`src/rtl/irq_acc_pkg.sv`:
```
`timescale 1ns/1ps
package irq_acc_pkg;
  // Fixed steps of the acceptance sequence; the length is part of the behaviour.
  typedef enum logic [2:0] {
    STP_PSW  = 3'd0,
    STP_PCH  = 3'd1,
    STP_PCL  = 3'd2,
    STP_VRD  = 3'd3,
    STP_VCAP = 3'd4,
    STP_PAD0 = 3'd5,
    STP_PAD1 = 3'd6,
    STP_LOAD = 3'd7
  } acc_step_e;

  localparam int unsigned BYTE_W   = 8;
  localparam int unsigned LAT_BASE = 4;   // first latch-byte address
endpackage

```
`src/rtl/irq_src_regs.sv`:
```
`timescale 1ns/1ps
module irq_src_regs
  import irq_acc_pkg::*;
#(
  parameter int unsigned NUM_SRC = 22,
  parameter int unsigned NUM_NMI = 4,
  parameter int unsigned REG_AW  = 3
) (
  input  logic                clk,
  input  logic                rst_n,
  input  logic [NUM_SRC-1:0]  src_req,
  input  logic                reg_we,
  input  logic [REG_AW-1:0]   reg_addr,
  input  logic [BYTE_W-1:0]   reg_wdata,
  input  logic [NUM_SRC-1:0]  clr_vec,
  input  logic                accept,
  input  logic                ret_any,
  input  logic                ret_master,
  output logic [NUM_SRC-1:0]  latch_o,
  output logic [NUM_SRC-1:0]  elig_o,
  output logic                master_o
);
  logic master_q;
  logic wr_master;

  assign wr_master = reg_we && (reg_addr == REG_AW'(0));

  // Acceptance clears the master flag ahead of any return or register write.
  always_ff @(posedge clk or negedge rst_n) begin
    if (!rst_n)          master_q <= 1'b0;
    else if (accept)     master_q <= 1'b0;
    else if (ret_any)    master_q <= ret_master;
    else if (wr_master)  master_q <= reg_wdata[0];
  end
  assign master_o = master_q;

  for (genvar i = 0; i < NUM_SRC; i++) begin : g_src
    localparam int unsigned LANE = i / BYTE_W;
    localparam int unsigned BPOS = i % BYTE_W;
    logic lat_q;
    logic wr_lat;

    assign wr_lat = reg_we && (reg_addr == REG_AW'(LAT_BASE + LANE));

    // A request in the same cycle overrides both a write and the accept clear.
    always_ff @(posedge clk or negedge rst_n) begin
      if (!rst_n) lat_q <= 1'b0;
      else        lat_q <= ((wr_lat ? reg_wdata[BPOS] : lat_q) & ~clr_vec[i]) | src_req[i];
    end
    assign latch_o[i] = lat_q;

    if (i < NUM_NMI) begin : g_nmi
      assign elig_o[i] = lat_q;
    end else begin : g_msk
      logic en_q;
      logic wr_en;
      assign wr_en = reg_we && (reg_addr == REG_AW'(LANE));
      always_ff @(posedge clk or negedge rst_n) begin
        if (!rst_n)     en_q <= 1'b0;
        else if (wr_en) en_q <= reg_wdata[BPOS];
      end
      assign elig_o[i] = lat_q & en_q & master_q;
    end
  end
endmodule

```
`src/rtl/irq_prio.sv`:
```
`timescale 1ns/1ps
module irq_prio #(
  parameter int unsigned N   = 22,
  parameter int unsigned IDW = 5
) (
  input  logic [N-1:0]   req,
  output logic           any,
  output logic [IDW-1:0] id
);
  // Scan from the top so the lowest set index is the last one assigned.
  always_comb begin
    id = '0;
    for (int i = N - 1; i >= 0; i--) begin
      if (req[i]) id = IDW'(i);
    end
  end
  assign any = |req;
endmodule

```
`src/rtl/irq_acc_seq.sv`:
```
`timescale 1ns/1ps
module irq_acc_seq
  import irq_acc_pkg::*;
#(
  parameter int unsigned AW  = 16,
  parameter int unsigned IDW = 5
) (
  input  logic              clk,
  input  logic              rst_n,
  input  logic              start,
  input  logic [IDW-1:0]    win_id,
  input  logic [15:0]       cur_pc,
  input  logic [6:0]        cur_flags,
  input  logic              cur_master,
  input  logic [AW-1:0]     cur_sp,
  input  logic [15:0]       vec_data,
  output logic              busy,
  output logic              stk_we,
  output logic [AW-1:0]     stk_addr,
  output logic [BYTE_W-1:0] stk_wdata,
  output logic              vec_rd,
  output logic [IDW-1:0]    vec_addr,
  output logic              pc_load,
  output logic [15:0]       pc_out,
  output logic              sp_load,
  output logic [AW-1:0]     sp_out
);
  acc_step_e         step_q;
  logic              busy_q;
  logic [IDW-1:0]    id_q;
  logic [15:0]       pc_q;
  logic [BYTE_W-1:0] psw_q;
  logic [AW-1:0]     sp_q;
  logic [15:0]       vec_q;

  always_ff @(posedge clk or negedge rst_n) begin
    if (!rst_n) begin
      busy_q <= 1'b0;
      step_q <= STP_PSW;
      id_q   <= '0;
      pc_q   <= '0;
      psw_q  <= '0;
      sp_q   <= '0;
      vec_q  <= '0;
    end else if (start) begin
      busy_q <= 1'b1;
      step_q <= STP_PSW;
      id_q   <= win_id;
      pc_q   <= cur_pc;
      psw_q  <= {cur_flags, cur_master};
      sp_q   <= cur_sp;
    end else if (busy_q) begin
      if (step_q == STP_VCAP) vec_q <= vec_data;
      if (step_q == STP_LOAD) begin
        busy_q <= 1'b0;
        step_q <= STP_PSW;
      end else begin
        step_q <= acc_step_e'(step_q + 3'd1);
      end
    end
  end

  always_comb begin
    stk_we    = 1'b0;
    stk_addr  = sp_q;
    stk_wdata = psw_q;
    vec_rd    = 1'b0;
    pc_load   = 1'b0;
    sp_load   = 1'b0;
    if (busy_q) begin
      unique case (step_q)
        STP_PSW: begin
          stk_we    = 1'b1;
        end
        STP_PCH: begin
          stk_we    = 1'b1;
          stk_addr  = sp_q - AW'(1);
          stk_wdata = pc_q[15:8];
        end
        STP_PCL: begin
          stk_we    = 1'b1;
          stk_addr  = sp_q - AW'(2);
          stk_wdata = pc_q[7:0];
        end
        STP_VRD:  vec_rd = 1'b1;
        STP_LOAD: begin
          pc_load = 1'b1;
          sp_load = 1'b1;
        end
        default: ;
      endcase
    end
  end

  assign busy     = busy_q;
  assign vec_addr = id_q;
  assign pc_out   = vec_q;
  assign sp_out   = sp_q - AW'(3);
endmodule

```
`src/rtl/irq_accept_ctrl.sv`:
```
`timescale 1ns/1ps
module irq_accept_ctrl
  import irq_acc_pkg::*;
#(
  parameter int unsigned NUM_SRC = 22,
  parameter int unsigned NUM_NMI = 4,
  parameter int unsigned AW      = 16
) (
  input  logic                       clk,
  input  logic                       rst_n,
  input  logic [NUM_SRC-1:0]         src_req,
  input  logic                       reg_we,
  input  logic [2:0]                 reg_addr,
  input  logic [7:0]                 reg_wdata,
  input  logic                       instr_done,
  input  logic                       ret_mask,
  input  logic                       ret_nmi,
  input  logic                       ret_master,
  input  logic [15:0]                cpu_pc,
  input  logic [6:0]                 cpu_flags,
  input  logic [AW-1:0]              cpu_sp,
  output logic                       acc_busy,
  output logic                       stk_we,
  output logic [AW-1:0]              stk_addr,
  output logic [7:0]                 stk_wdata,
  output logic                       vec_rd,
  output logic [$clog2(NUM_SRC)-1:0] vec_addr,
  input  logic [15:0]                vec_data,
  output logic                       pc_load,
  output logic [15:0]                pc_out,
  output logic                       sp_load,
  output logic [AW-1:0]              sp_out
);
  localparam int unsigned IDW = $clog2(NUM_SRC);

  logic [NUM_SRC-1:0] latch;
  logic [NUM_SRC-1:0] elig;
  logic [NUM_SRC-1:0] clr_vec;
  logic               master;
  logic               win_any;
  logic [IDW-1:0]     win_id;
  logic               accept;

  assign accept  = instr_done && !acc_busy && win_any;
  assign clr_vec = accept ? (NUM_SRC'(1) << win_id) : '0;

  irq_src_regs #(.NUM_SRC(NUM_SRC), .NUM_NMI(NUM_NMI), .REG_AW(3)) u_regs (
    .clk        (clk),
    .rst_n      (rst_n),
    .src_req    (src_req),
    .reg_we     (reg_we),
    .reg_addr   (reg_addr),
    .reg_wdata  (reg_wdata),
    .clr_vec    (clr_vec),
    .accept     (accept),
    .ret_any    (ret_mask | ret_nmi),
    .ret_master (ret_master),
    .latch_o    (latch),
    .elig_o     (elig),
    .master_o   (master)
  );

  irq_prio #(.N(NUM_SRC), .IDW(IDW)) u_prio (
    .req (elig),
    .any (win_any),
    .id  (win_id)
  );

  irq_acc_seq #(.AW(AW), .IDW(IDW)) u_seq (
    .clk        (clk),
    .rst_n      (rst_n),
    .start      (accept),
    .win_id     (win_id),
    .cur_pc     (cpu_pc),
    .cur_flags  (cpu_flags),
    .cur_master (master),
    .cur_sp     (cpu_sp),
    .vec_data   (vec_data),
    .busy       (acc_busy),
    .stk_we     (stk_we),
    .stk_addr   (stk_addr),
    .stk_wdata  (stk_wdata),
    .vec_rd     (vec_rd),
    .vec_addr   (vec_addr),
    .pc_load    (pc_load),
    .pc_out     (pc_out),
    .sp_load    (sp_load),
    .sp_out     (sp_out)
  );
endmodule

```
`config.mk`:
```
export PLATFORM = sky130hd
export DESIGN_NAME = irq_accept_ctrl
export DESIGN_NICKNAME = d
export VERILOG_FILES = /design/src/rtl/irq_acc_pkg.sv /design/src/rtl/irq_src_regs.sv /design/src/rtl/irq_prio.sv /design/src/rtl/irq_acc_seq.sv /design/src/rtl/irq_accept_ctrl.sv
export SDC_FILE = /design/constraint.sdc
export NUM_CORES = 1
export LEC_CHECK = 0
export BUFFER_PORTS_ARGS = -buffer_cell sky130_fd_sc_hd__buf_2
export CAP_MARGIN = 20
export CELL_PAD_IN_SITES_DETAIL_PLACEMENT = 1
export CELL_PAD_IN_SITES_GLOBAL_PLACEMENT = 1
export CORE_MARGIN = 2
export CORE_UTILIZATION = 37
export CTS_BUF_LIST = sky130_fd_sc_hd__clkbuf_4
export DETAILED_ROUTE_END_ITERATION = 16
export PLACE_DENSITY = 0.88
export SETUP_SLACK_MARGIN = 0.05
export SLEW_MARGIN = 10
export SYNTH_ARGS = -nofsm -noshare
export SYNTH_HDL_FRONTEND = slang
export SYNTH_SLANG_ARGS = --single-unit
```
`constraint.sdc`:
```
create_clock -name clk -period 2.35 [get_ports clk]
set_input_delay 0.47 -clock clk [delete_from_list [all_inputs] [get_ports clk]]
set_output_delay 0.47 -clock clk [all_outputs]
set_load 0.02 [all_outputs]
```
==> results by group <==
Global routing
  • Vias in the first global route: 6423
  • Largest net degree at the start of global routing: 61
  • GRT Total Usage: 26.4%
  • First-pass GRT wire length: 33900 um
  • Antenna violations before repair: 0
  • Gr ovfl total: 0

Critical path
  • CP arrival: between 2 and 3 ns
  • Slowest stage delay, CP: roughly 0.54 ns
  • CP max FO: 4
  • Critical Path End Type: output pin
  • Critical Path Source Type: flop
  • Crit Path Category: flop to output pin
  • Critical-path top delay cell: dfrtp_1
  • Worst path cell trace: nor4_4, nand3_4, or3_4, o21ai_2, a21oi_1, a41oi_2, buf_4
  • Req. time, crit path: 1.88 ns

Synth
  • Area share of the largest cell type after synthesis: 45.9%
  • Yosys warns: 0
  • Syn avg cell area: 9.19 um^2
  • Cells after Synth: 629
  • Main synth FF type: dfrtp_1
  • FF+latch count, synth: about 110
  • Largest area contributor in the synthesized netlist: dfrtp_1
  • Post-Syn Nets: between 700 and 800
  • Count of different cell masters after synthesis: 61
  • EDFF count, synth: 0
  • Post-synth ARST share: between 90% and 100%
  • Top cells by area, synth: dfrtp_1 46%, nand2_1 11%, mux2_2 6.6%, mux2i_1 3.8%, ha_1 2.4%
  • Sequential area share after synthesis: 45.9%
  • Mapped Area: 0.00578 mm^2

Min path
  • Hold Path Class: input pin to flop

Route
  • Routed Antenna Nets: 0
  • Drt drc: 0
  • TritonRoute pass-1 iters: 4
  • Routed wire length: between 20000 and 25000 um
  • WL per Instance: 22.5 um
  • Vias per inst: 5.63
  • Vias: 6071
  • 1st-iter DRT viols: 310

Final layout
  • Synth-to-layout area growth: 47.8%
  • Share of post-route cells with drive strength above 1: 49.4%
  • Post-layout nets: 970
  • Final design utilization: 56.0%
  • Diodes inserted: 0
  • Finished Layout Cells: 1079

Timing
  • Final worst slack: -0.757 ns
  • Final Skew: 0.0226 ns
  • Count of pins over their slew limit: 0
  • Fin crit share: 132%
  • Final setup vio count: 37
  • Final Critical Period: about 3.1 ns
  • Final hold violation count: 0
  • Max-slew headroom: between 60% and 70%
  • F_max: 322 MHz
  • WHS: 0.175 ns
  • Least-Margin Pin Slew: 0.503 ns
  • RSZ-0062 raised after global routing: yes

Power
  • Max VDD drop: 0.660 mV
  • Power per cell area: 1350 mW/mm^2
  • Total power: 11.5 mW
  • Leakage: 4.06 nW

Placed design
  • IO Port Bufs: 160
  • Routability cong.: 0.945
  • Pre-CTS setup slack: -0.168 ns
  • DP HPWL: 15300 um
  • Placed Instances: between 1000 and 1500

Clocking
  • Htree depth: 3
  • Clock sinks: 106
  • Clock tree buffer depth: 2
  • CTS tree: done
  • CTS buffer count: 9
  • Clock transition at the registers of the reported paths: 0.16 ns
  • Clk_lat worst skew: about 0.48 ns
  • CTS root buffer: clkbuf_4

Status
  • Outcome: finished, violations left
  • Failing checks: setup timing

Floorplan
  • Chip Height: 129 um
  • Site Rows: 45
  • Initial Util: 37.9%
  • I/O pins: 161
  • Die ar.: 0.0166 mm^2
  • Core ar.: 0.0153 mm^2
  • Die X: 129 um

Flow run
  • Number of max-cap violations: 0
## stage by stage
stage	TNS [ns]	instance area (um^2)
2_1_floorplan	-0.154	5840
3_3_place_gp	-0.263	7230
3_5_place_dp	-0.974	7230
4_1_cts	-11.57	8100
5_1_grt	-18.36	8550
6_report	-15.56	8550
## per-layer routing
layer  global-route usage, %  up-vias  wire length [um]
met4                    9.27        0              1050
li1                        -     2642                 -
met3                    5.00       84              1390
met1                    31.3     3048              9120
met5                       0        -                 0
met2                    48.1      297             12700
## power breakdown
group / internal [mW] / total, mW / switching [mW] / leakage [nW]
logic: 3.32 / 7.65 / 4.32 / 2.78
clock network: 0.213 / 0.840 / 0.626 / 0.0540
registers: 2.41 / 3.03 / 0.621 / 1.22
## final timing paths
path / startpoint / end / slack [ns] / cells after the start
worst max-delay path: u_seq.sp_q[9] / stk_addr[12] / -0.76 / 7
worst min-delay path: src_req[21] / u_regs.g_src[21].lat_q / 0.17 / 2
worst max register to register: u_regs.g_src[16].lat_q / u_regs.g_src[11].lat_q / 0.19 / 8
worst min register to register: u_seq.vec_addr[1] / u_seq.vec_addr[1] / 0.49 / 2
max in group asynchronous: rst_n / u_seq.sp_q[6] / 1.27 / 3
min in group asynchronous: rst_n / u_seq.pc_out[11] / 0.36 / 2
## final cells by class
type	count	area, um^2
fillers	1727	6710
clock inverters	6	45.0
clock buffers	9	67.6
flip-flops and latches	106	2660
multi-input cells	479	3630
well taps	211	264
repair buffers	254	1820
inverters	14	65.1
## worst max-delay path, delay by kind of cell (launching register included)
family,cells,cell delay [ns]
buffers and inverters,1,0.17
DFF,1,0.54
AOI/OAI and AO/OA,3,0.49
and+or+nand+nor,3,0.97
## synth_stat cells (3+ instances only)
cell type and instances:
mux2_2 34, nand2b_1 3, o21ai_1 3, or2_1 4, o22ai_1 3, nand3_1 16
xnor2_1 6, nor2b_1 6, a22o_1 3, a22oi_1 16, nor3_1 13, mux2i_1 22
a211oi_1 4, buf_2 13, o21bai_1 13, clkbuf_1 12, ha_1 11, a21oi_1 21
nor2_1 35, nand2_1 176, o21ai_0 15, inv_1 14, a31oi_1 11, and2_1 6
dfrtp_1 106, or3_1 4, or2_2 3, xor2_1 7, nand4_1 4
## layout by cell type, fill, tap and decap left out, types with 7 or more instances in the layout
| master | synthesis | final |
|---|---|---|
| nand2_1 | 176 | 150 |
| buf_2 | 13 | 122 |
| dfrtp_1 | 106 | 103 |
| buf_4 | 2 | 87 |
| buf_6 | 2 | 38 |
| mux2_2 | 34 | 34 |
| nor2_1 | 35 | 27 |
| mux2i_1 | 22 | 22 |
| nand2_2 | 0 | 14 |
| a22oi_2 | 0 | 13 |
| a21oi_1 | 21 | 13 |
| nand2_4 | 0 | 12 |
| nand3_1 | 16 | 12 |
| o21bai_1 | 13 | 12 |
| o21ai_0 | 15 | 10 |
| inv_1 | 14 | 9 |
| clkbuf_4 | 0 | 9 |
| nor3_1 | 13 | 8 |
| a21oi_2 | 1 | 7 |
| ha_4 | 0 | 7 |
## logic make-up after synthesis
logic type / Yosys count / share of synthesized area, %
AOI/OAI and AO/OA: 112 / 13.2
xor gates and xnor gates: 13 / 1.97
and+or+nand+nor: 287 / 22.6
DFF: 106 / 45.9
buffers and inverters: 44 / 3.53
adders and majority gates: 11 / 2.38
muxes: 56 / 10.4
## state kept, by name, summed over array words and instances (netlist names)
signal and count:
u_regs.g_src.g_msk.en_q 18, u_regs.g_src.lat_q 22, u_regs.master_o 1, u_seq.busy 1, u_seq.pc_out 16, u_seq.pc_q 16, u_seq.psw_q 8, u_seq.sp_q 16
u_seq.step_q 3, u_seq.vec_addr 5
## repair_timing
| item | CTS | global route |
|---|---|---|
| gates resized for setup | 170 | 69 |
| hold buffers | 1 | 0 |
| pin swaps | 49 | 28 |
| endpoints found under the setup margin | 38 | 80 |
| endpoints found under the hold margin | 12 | 0 |
| cloned | 0 | 1 |
| buffers inserted | 17 | 23 |
No activity file was read; power rests on OpenSTA's default activity.
